**src/rtl/arb_pkg.sv**
```systemverilog
package arb_pkg;

  typedef enum logic [1:0] {
    ST_IDLE      = 2'd0,
    ST_REQUEST   = 2'd1,
    ST_WAIT_FREE = 2'd2,
    ST_OWNER     = 2'd3
  } arb_state_e;

endpackage

```
**src/rtl/arb_rst_sync.sv**
```systemverilog
module arb_rst_sync #(
  parameter int STAGES = 2
) (
  input  logic clk,
  input  logic rst_n,
  output logic rst_n_sync
);

  logic [STAGES-1:0] sync_q;

  always_ff @(posedge clk or negedge rst_n) begin
    if (!rst_n) sync_q <= '0;
    else        sync_q <= {sync_q[STAGES-2:0], 1'b1};
  end

  assign rst_n_sync = sync_q[STAGES-1];

endmodule

```
**src/rtl/arb_unit.sv**
```systemverilog
module arb_unit
  import arb_pkg::*;
(
  input  logic clk,
  input  logic rst_n,
  input  logic req_i,
  input  logic done_i,
  input  logic bprn_i,
  input  logic busy_n_i,
  output logic breq_o,
  output logic bpro_o,
  output logic busy_drv_n_o,
  output logic grant_o
);

  arb_state_e state_q, state_d;

  // next-state process
  always_comb begin
    state_d = state_q;
    unique case (state_q)
      ST_IDLE: begin
        if (req_i) state_d = ST_REQUEST;
      end
      ST_REQUEST: begin
        if (!req_i)                   state_d = ST_IDLE;
        else if (bprn_i && busy_n_i)  state_d = ST_OWNER;
        else if (bprn_i)              state_d = ST_WAIT_FREE;
      end
      ST_WAIT_FREE: begin
        if (!req_i)        state_d = ST_IDLE;
        else if (!bprn_i)  state_d = ST_REQUEST;
        else if (busy_n_i) state_d = ST_OWNER;
      end
      ST_OWNER: begin
        if (!req_i)                 state_d = ST_IDLE;
        else if (done_i && !bprn_i) state_d = ST_REQUEST;
      end
      default: state_d = ST_IDLE;
    endcase
  end

  // register process
  always_ff @(posedge clk or negedge rst_n) begin
    if (!rst_n) state_q <= ST_IDLE;
    else        state_q <= state_d;
  end

  assign breq_o       = (state_q != ST_IDLE);
  assign grant_o      = (state_q == ST_OWNER);
  assign busy_drv_n_o = (state_q != ST_OWNER);
  assign bpro_o       = bprn_i && (state_q == ST_IDLE);

  // request line rises only after a sampled local request
  p_breq_rise_r2: assert property (@(posedge clk) disable iff (!rst_n)
    $rose(breq_o) |-> $past(req_i));

  // an owner always sees the shared line held low
  p_grant_busy_r3: assert property (@(posedge clk) disable iff (!rst_n)
    grant_o |-> !busy_n_i);

  // priority plus a free line gives the bus on the next edge
  p_seize_r4: assert property (@(posedge clk) disable iff (!rst_n)
    (breq_o && !grant_o && req_i && bprn_i && busy_n_i) |=> grant_o);

  // no seizure while another unit holds the line low
  p_wait_busy_r5: assert property (@(posedge clk) disable iff (!rst_n)
    (!grant_o && !busy_n_i) |=> !grant_o);

  // without a transaction end the owner keeps the bus
  p_hold_r6: assert property (@(posedge clk) disable iff (!rst_n)
    (grant_o && req_i && !done_i) |=> grant_o);

  // dropping the local request frees the bus on the next edge
  p_release_r7: assert property (@(posedge clk) disable iff (!rst_n)
    (grant_o && !req_i) |=> (!grant_o && !breq_o));

endmodule

```
**src/rtl/arb_prio_net.sv**
```systemverilog
module arb_prio_net #(
  parameter int N_MASTERS = 3,
  parameter bit CHAIN     = 1'b1
) (
  input  logic                 clk,
  input  logic                 rst_n,
  input  logic [N_MASTERS-1:0] breq_i,
  input  logic [N_MASTERS-1:0] bpro_i,
  output logic [N_MASTERS-1:0] bprn_o
);

  localparam int LAST = N_MASTERS - 1;

  generate
    if (CHAIN) begin : g_chain
      assign bprn_o[0] = 1'b1;
      for (genvar i = 0; i < LAST; i++) begin : g_link
        assign bprn_o[i+1] = bpro_i[i];
      end
    end else begin : g_parallel
      logic [N_MASTERS:0] lower_req;
      assign lower_req[0] = 1'b0;
      for (genvar i = 0; i < N_MASTERS; i++) begin : g_enc
        assign lower_req[i+1] = lower_req[i] | breq_i[i];
        assign bprn_o[i]      = breq_i[i] & ~lower_req[i];
      end
    end
  endgenerate

  // at most one requesting unit holds priority
  p_single_prio_r8: assert property (@(posedge clk) disable iff (!rst_n)
    $onehot0(bprn_o & breq_i));

endmodule

```
**src/rtl/mm_bus_arbiter.sv**
```systemverilog
module mm_bus_arbiter #(
  parameter int N_MASTERS = 3,
  parameter bit CHAIN     = 1'b1
) (
  input  logic                 clk,
  input  logic                 rst_n,
  input  logic [N_MASTERS-1:0] loc_req,
  input  logic [N_MASTERS-1:0] xfer_done,
  output logic [N_MASTERS-1:0] grant,
  output logic [N_MASTERS-1:0] breq,
  output logic [N_MASTERS-1:0] prio_ok,
  output logic                 busy_n
);

  logic                 rst_n_int;
  logic [N_MASTERS-1:0] bpro;
  logic [N_MASTERS-1:0] busy_drv_n;

  arb_rst_sync #(.STAGES(2)) u_rst (
    .clk        (clk),
    .rst_n      (rst_n),
    .rst_n_sync (rst_n_int)
  );

  arb_prio_net #(.N_MASTERS(N_MASTERS), .CHAIN(CHAIN)) u_prio (
    .clk    (clk),
    .rst_n  (rst_n_int),
    .breq_i (breq),
    .bpro_i (bpro),
    .bprn_o (prio_ok)
  );

  generate
    for (genvar i = 0; i < N_MASTERS; i++) begin : g_unit
      arb_unit u_unit (
        .clk          (clk),
        .rst_n        (rst_n_int),
        .req_i        (loc_req[i]),
        .done_i       (xfer_done[i]),
        .bprn_i       (prio_ok[i]),
        .busy_n_i     (busy_n),
        .breq_o       (breq[i]),
        .bpro_o       (bpro[i]),
        .busy_drv_n_o (busy_drv_n[i]),
        .grant_o      (grant[i])
      );
    end
  endgenerate

  // open-drain occupancy line: any low drive pulls it low
  assign busy_n = &busy_drv_n;

  // a single owner at a time
  p_one_owner_r3: assert property (@(posedge clk) disable iff (!rst_n_int)
    $onehot0(grant));

  // reset leaves the line released
  p_reset_line_r1: assert property (@(posedge clk)
    !rst_n_int |-> (busy_n && grant == '0));

endmodule

```
**config.mk**
```make
export PLATFORM = sky130hd
export DESIGN_NAME = mm_bus_arbiter
export DESIGN_NICKNAME = d
export VERILOG_FILES = /design/src/rtl/arb_pkg.sv /design/src/rtl/arb_rst_sync.sv /design/src/rtl/arb_unit.sv /design/src/rtl/arb_prio_net.sv /design/src/rtl/mm_bus_arbiter.sv
export SDC_FILE = /design/constraint.sdc
export NUM_CORES = 1
export LEC_CHECK = 0
export BUFFER_PORTS_ARGS = -buffer_cell sky130_fd_sc_hd__buf_4
export CAP_MARGIN = 20
export CORE_AREA = 4 4 41 43
export CTS_BUF_LIST = sky130_fd_sc_hd__clkbuf_2
export CTS_CLUSTER_DIAMETER = 50
export CTS_CLUSTER_SIZE = 30
export DETAILED_ROUTE_END_ITERATION = 8
export DIE_AREA = 0 0 45 47
export PLACE_DENSITY = 0.59
export SLEW_MARGIN = 10
export SYNTH_ARGS = -nofsm -noshare
export SYNTH_HDL_FRONTEND = slang
export SYNTH_SLANG_ARGS = --single-unit
```
**constraint.sdc**
```tcl
create_clock -name clk -period 1.8 [get_ports clk]
set_clock_uncertainty 0.15 [all_clocks]
set_input_delay 0.36 -clock clk [delete_from_list [all_inputs] [get_ports clk]]
set_output_delay 0.36 -clock clk [all_outputs]
set_load 0.01 [all_outputs]
```
== After elaboration in Yosys (flattened, before gate mapping) ==
Index checks and enable logic that the tools add are counted.

* Register bits after elaboration: 8
* Input port bits: 8

* Equality and inequality tests: 23
* Reductions and logical operators: 17
* Muxes and demuxes: 25

{| class="wikitable"
|+ Operators with widths
! operator !! count
|-
| $mux 2 || 21
|-
| $pmux 2 s4 || 3
|-
| $ne 2x2->1 const B || 7
|-
| $eq 2x2->1 const B || 6
|-
| $ne 4x2->1 const B || 2
|-
| $ne 4x4->1 const B || 2
|-
| $reduce_and 4->1 || 2
|-
| $eq 2x1->1 const B || 3
|-
| $logic_not 2->1 || 3
|-
| $ne 3x3->1 const B || 2
|-
| $reduce_and 3->1 || 2
|-
| $reduce_bool 2->1 || 3
|-
| $logic_and 1x1->1 || 5
|-
| $ne 3x2->1 const B || 1
|-
| $logic_not 1->1 || 2
|-
| $mux 1 || 1
|}

== Longest topological paths before layout ==
Gate-level depths: netlist (run 1).

* Depth in word-level cells: 7
* Mapped depth: 3
* Depth with buffers taken out: 3

== Cells and area by module ==
A second synthesis (run 1) with hierarchy kept.

* Cell total of the unflattened synthesis: 44
* Area, all modules: 424.2 µm²

{| class="wikitable"
|+ By module, submodules not included
! module !! seq. area each (µm²) !! cells an instance !! instances !! area each (µm²)
|-
| arb_unit || 50.0 || 12 || 3 || 112.6
|-
| arb_rst_sync || 50.0 || 3 || 1 || 53.8
|-
| arb_prio_net || 0.0 || 4 || 1 || 26.3
|-
| mm_bus_arbiter || 0.0 || 1 || 1 || 6.3
|}

== Least setup slack after synthesis (run 1) ==
No wires, ideal clock.

* Path kind: register to output
* From: reg g_unit[0].u_unit.state_q[1]
* To: out busy_n
* Cell stages (with the launch flop): 3
* Data required time: 1.290 ns
* Slack: 0.346 ns
* Arrival: 0.944 ns
* Path through: dfrtp_1 > and2_2 > nor3_1

* Cells in the longest elaborated chain, start to end: 2

{| class="wikitable"
|+ Ends and longest elaborated chain
! item !! line !! text
|-
| start: declaration || arb_unit.sv:16 || <nowiki>arb_state_e state_q, state_d;</nowiki>
|-
| start signal: assignment || arb_unit.sv:46 || <nowiki>else state_q <= state_d;</nowiki>
|-
| $ne 2x2->1 || arb_unit.sv:51 || <nowiki>assign busy_drv_n_o = (state_q != ST_OWNER);</nowiki>
|-
| $reduce_and 3->1 || mm_bus_arbiter.sv:51 || <nowiki>assign busy_n = &busy_drv_n;</nowiki>
|-
| end: declaration || mm_bus_arbiter.sv:12 || <nowiki>output logic busy_n</nowiki>
|}

Every way passes these cells.

== Worst setup path in the final report (run 1) ==
* From: reg g_unit[0].u_unit.state_q[0]
* To: out prio_ok[2]

* Cells in the longest elaborated chain, start to end: 2

{| class="wikitable"
|+ Ends and longest elaborated chain
! item !! line !! text
|-
| $logic_not 2->1 || arb_unit.sv:52 || <nowiki>assign bpro_o = bprn_i && (state_q == ST_IDLE);</nowiki>
|-
| $logic_and 1x1->1 || arb_unit.sv:52 ||
|-
| end: declaration || mm_bus_arbiter.sv:11 || <nowiki>output logic [N_MASTERS-1:0] prio_ok,</nowiki>
|}

Every way passes these cells.

==> results of run 1 <==
-- power by group --
group          internal [uW]  total (uW)  switching, uW
combinational           43.7        75.9           32.3
clock                   45.4        97.2           51.8
sequential               190         203           12.4
-- worst reg2reg max path, stage by stage, from the launching register on --
cell	delay (ns)
dfrtp_1	0.44
nor4_4	0.36
nand3_1	0.11
o21ai_1	0.09
-- area by class of cell --
type	instances	area, um2
clock buffer	3	15.0
fill	133	759
inverter	3	11.3
multi-input combinational	24	161
sequential	8	203
tap	15	18.8
timing repair buffer	17	133
-- registers in the layout (all words and copies together), names as in the netlist --
name and cells:
g_unit.u_unit.state_q 6, u_rst.sync_q 2
-- worst min-delay path by stage --
stage | endpoint | slack [ns] | depth (start not counted)
6_report | g_unit[2].u_unit.state_q[0]$_DFFE_PN0P_ | 0.11 | 1
2_1_floorplan | u_rst.sync_q[0]$_DFF_PN0_ | -0.09 | 0
3_5_place_dp | g_unit[2].u_unit.state_q[1]$_DFFE_PN0P_ | -0.06 | 0
5_1_grt | g_unit[2].u_unit.state_q[0]$_DFFE_PN0P_ | 0.10 | 1
4_1_cts | g_unit[2].u_unit.state_q[0]$_DFFE_PN0P_ | 0.10 | 1
3_3_place_gp | g_unit[2].u_unit.state_q[0]$_DFFE_PN0P_ | -0.06 | 0
-- timing repair --
item                                    in CTS  in global routing
endpoints found under the setup margin       0                  1
resized for setup                            0                  3
endpoints found under the hold margin        8                  0
hold buffers                                 2                  0
-- layer usage --
| metal | up-vias | wire length (um) | track usage, % |
|---|---|---|---|
| li1 | 153 | - | - |
| met1 | 130 | 275 | 8.90 |
| met2 | 9 | 310 | 10.5 |
| met3 | 2 | 60 | 2.30 |
| met4 | 0 | 6 | 5.26 |
| met5 | - | 0 | 0 |
-- cell usage in the layout, fill, tap and decap left out, types with 2 or more instances in the layout --
master,synthesis,final
and2_1,2,2
buf_4,9,15
clkbuf_2,0,3
conb_1,1,2
dfrtp_1,8,6
dfrtp_2,0,2
dlygate4sd3_1,0,2
inv_1,3,3
nand2_1,2,2
nor2b_1,2,2
or2_2,2,2
-- cells by family after synthesis --
group	Yosys count
AO/OA/AOI/OAI	6
XOR/XNOR	2
buffers and inverters	13
flip-flops	8
other	1
AND/OR/NAND/NOR	14
-- metrics by stage --
stage	cell area (um2)	instances	power, uW
after global placement	499	65	278
final	542	70	376
after CTS	534	70	380
after detailed placement	499	65	278
after floorplan	439	45	259
after global routing	542	70	398
==> run metrics, run 1 <==
Final setup viols=0; Critical Path, Cell by Cell=nor4_4, buf_4; TritonCTS Sinks=8; largest family of logic cells by synthesized area=simple AND/OR/NAND/NOR gates; GPL Wtd Cong=0.627; status=complete, no violations; fin util=41.6%; Cells after Synth=44; DRC Markers=0; CP Launch Type=flip-flop; synthesized flop and latch total=8; remaining antenna violation count=0; Final Hold Fails=0; simple-gate share of the synthesized area=21.6%; multiplexer share of the synthesized area=0%; ys async rst share=100%; total CTS buffers=3; share of cells above drive strength 1=49.1%; register area share after synthesis=46.0%; Bufs on Longest Clock Path=2; Worst-path clk slew=0.07 ns; Setup crit start=g_unit[0].u_unit.state_q[0]$_DFFE_PN0P_; CP arrival=1.19 ns; Yosys cell types=23; Die W=45 um; worst-skew pair later-pin latency=0.22 ns; die extent in y=47 um; wire per inst=9.33 um; Setup Buffers After CTS=0; Mapped Area=435 um2; CTS tree=yes; worst slack at placement=0.314 ns; gr ovfl total=0; Fmax=588 MHz; Synthesis Warnings=0; global-route wire length before repair=1060 um; CP max-delay cell=dfrtp_1; Vias=294; Synth area leaders=dfrtp_1 (46%), buf_4 (16%), nor4_4 (4.9%); WL final=653 um; max-capacitance violation count=0; CTS Root Cell=clkbuf_2; area fraction in compound gates after synthesis=8.62%; Area Overhead vs Synth=24.4%; hold slack=0.112 ns; worst setup path endpoint=prio_ok[2]; I/O Buffers=15; leakage power=0.000260 uW; worst r2r src=g_unit[0].u_unit.state_q[0]$_DFFE_PN0P_; min Tclk post-route=1.70 ns; CP bufs+invs=1; RSZ-0062 raised after global routing=false; Avg Cell Area, Syn=9.90 um2; most frequent cell after synthesis=buf_4; post-route worst setup slack=0.0981 ns; Starting Density=33.5%; die area=0.00212 mm2; Crit path depth=2; Critical R2R Capture=g_unit[2].u_unit.state_q[1]$_DFFE_PN0P_; R2R setup slack=0.59 ns; Max VDD drop=0.337 mV; final cycle utilization of the critical path=94.6%; min-delay src=loc_req[2]; FF-to-FF path depth=3; synth cell count leaders=buf_4 (9), dfrtp_1 (8), inv_1 (3); largest net degree at the start of global routing=7; HP Class=in -> reg; DP HPWL=512 um; final-stage net count=65; critical path fanouts, max=4; num ports=18; setup total negative slack=0 ns; initial antenna violation count=0; ys flop type=dfrtp_1; vias in the first global route=264; via/cell ratio=4.20; Synth area leader=dfrtp_1; n_diodes=0; Initial DRC Count=3; PD cells=694 mW/mm2; Post-Synth Adder-Cell Area=0%; final slew viol count=0; top-area cell type share of the netlist area=46.0%; Post-synth EDFFs=0; row cnt=13; Max stage delay on crit path=0.44 ns; crit path capture type=primary output; Worst Path Required=1.29 ns; DRT Pass-1 Iters=2; CP Class=reg -> out; H-tree Lvls=1; family with the most delay on the worst path=flip-flops; Global Route Usage Sum=7.18%; Core Box Area=0.00130 mm2; XOR/XNOR Fraction of Synth Area=4.02%
Note: power is estimated with default switching activity, not from simulation.
==> inputs of run 2 (changes only) <==
==> constraint.sdc (replaced) <==
create_clock -name clk -period 2 [get_ports clk]
set_clock_uncertainty 0.15 [all_clocks]
set_input_delay 0.4 -clock clk [delete_from_list [all_inputs] [get_ports clk]]
set_output_delay 0.4 -clock clk [all_outputs]
set_load 0.01 [all_outputs]
==> run metrics, run 2 (same netlist as run 1, synthesis figures left out) <==
Reg with most FFs=g_unit.u_unit.state_q; max-capacitance violation count=0 (unchanged); num ports=18 (unchanged); Global Route Usage Sum=6.96% (-0.22 points); die extent in y=47 um (unchanged); busiest layer in global routing=met2; Worst-path clk slew=0.07 ns (about the same); Vias=292 (-0.68%); worst slack at placement=0.478 ns (+0.164 ns); met1 GRT Util=8.49% (-0.41 points); Area Overhead vs Synth=22.7%; hold slack=0.155 ns (+0.0436 ns); R2R setup slack=0.77 ns (+0.18 ns); share of cells above drive strength 1=43.6% (-5.5 points); Worst Hold Depth=1 (unchanged); met2 Track Usage GR=9.32% (-1.1 points); hold path endpoint=g_unit[2].u_unit.state_q[0]$_DFFE_PN0P_; H-tree Lvls=1 (unchanged); Setup Buffers After CTS=0 (unchanged); Core Box Area=0.00130 mm2 (unchanged); RSZ-0062 raised after global routing=false; CTS Root Cell=clkbuf_2; row cnt=13 (unchanged); DRT Pass-1 Iters=2 (unchanged); status=complete, no violations; final-stage net count=65 (unchanged); final non-filler cell total=70 (unchanged); Max VDD drop=0.316 mV (-6.4%); TritonCTS Sinks=8 (unchanged); vias in the first global route=244 (-7.6%); CP Launch Type=flip-flop; final slew viol count=0 (unchanged); setup total negative slack=0 ns (unchanged); gr ovfl total=0 (unchanged); leakage power=0.000261 uW (+0.46%); die area=0.00212 mm2 (unchanged); largest net degree at the start of global routing=7 (unchanged); fin util=41.1% (-0.58 points); DRC Markers=0 (unchanged); global-route wire length before repair=986 um (-7.2%); critical path fanouts, max=4 (unchanged); Bufs on Longest Clock Path=2 (unchanged); initial antenna violation count=0 (unchanged); min-delay src=loc_req[2]; met3 GRT Util=2.30% (unchanged); GPL Wtd Cong=0.627 (about the same); FF-to-FF path depth=3 (unchanged); most frequent cells in the layout=buf_4 (15), dfrtp_1 (8), inv_1 (3), clkbuf_2 (3); CTS resizes=0 (unchanged); Starting Density=33.5% (unchanged); HP Class=in -> reg; via/cell ratio=4.17 (-0.68%); Initial DRC Count=5 (+2); remaining antenna violation count=0 (unchanged); DP HPWL=524 um (+2.3%); Worst Path Required=1.45 ns (+0.16 ns); I/O Buffers=15 (unchanged); PD cells=629 mW/mm2 (-9.4%); WL final=629 um (-3.7%); Fmax=566 MHz; post-route worst setup slack=0.234 ns (+0.136 ns); Final setup viols=0 (unchanged); Die W=45 um (unchanged); min Tclk post-route=1.77 ns; Critical R2R Capture=g_unit[2].u_unit.state_q[1]$_DFFE_PN0P_; worst-skew pair later-pin latency=0.22 ns (about the same); CP arrival=1.22 ns (+0.03 ns); placed cells=65 (unchanged); Filler cells=141 (+6.0%); crit path capture type=primary output; worst r2r src=g_unit[0].u_unit.state_q[0]$_DFFE_PN0P_; most common cell after layout, fill and taps aside=buf_4; wire per inst=8.99 um (-3.7%); total CTS buffers=3 (unchanged); Final Hold Fails=0 (unchanged); largest registers=g_unit.u_unit.state_q x6, u_rst.sync_q x2; CTS tree=yes; n_diodes=0 (unchanged); max reg flops=6 (unchanged); CP Class=reg -> out; final cycle utilization of the critical path=88.3%
-- run 2: cell counts in the layout (fill, tap and decap cells not counted) --
Identical to the previous run, type by type.
-- run 2: where the power goes --
part | leakage [uW] | switching [uW] | internal [uW]
clock | 0.0000125 | 45.9 | 40.8
sequential | 0.0000982 | 11.1 | 171
combinational | 0.000150 | 28.7 | 38.7
-- run 2: per-layer routing --
layer | vias up | part of all wire, %
met5 | - | 0
met1 | 129 | 44
met2 | 9 | 45
li1 | 152 | -
met3 | 2 | 9.9
met4 | 0 | 0.95
-- run 2: worst max path at each step --
stage          cells past startpoint          to                                    start
2_1_floorplan                      2      busy_n  g_unit[0].u_unit.state_q[1]$_DFFE_PN0P_
3_3_place_gp                       3      busy_n  g_unit[0].u_unit.state_q[1]$_DFFE_PN0P_
3_5_place_dp                       3      busy_n  g_unit[0].u_unit.state_q[1]$_DFFE_PN0P_
4_1_cts                            2  prio_ok[2]  g_unit[0].u_unit.state_q[0]$_DFFE_PN0P_
5_1_grt                            3      busy_n  g_unit[0].u_unit.state_q[1]$_DFFE_PN0P_
6_report                           3      busy_n  g_unit[0].u_unit.state_q[1]$_DFFE_PN0P_
-- run 2: repair_timing --
item / 4_1_cts / 5_1_grt
hold endpoints to repair: 8 / 0
hold buffers: 2 / 0
setup endpoints to repair: 0 / 0
-- run 2: final cells by class --
class                      instances  area (um2)  share of cell area [%]
clock buffer                       3        15.0                    2.81
inverter                           3        11.3                    2.11
multi-input combinational         24         156                    29.3
sequential                         8         200                    37.5
tap                               15        18.8                    3.51
timing repair buffer              17         133                    24.8
-- run 2: through the flow --
step	power, uW	instance area, um2
2_1_floorplan	233	439
3_3_place_gp	250	499
3_5_place_dp	251	499
4_1_cts	344	534
5_1_grt	358	534
6_report	336	534
-- run 2: critical path, cell delays in order (launching register included) --
cell     delay, ns
dfrtp_1       0.45
and2_2        0.23
nor3_1        0.18
buf_4         0.15
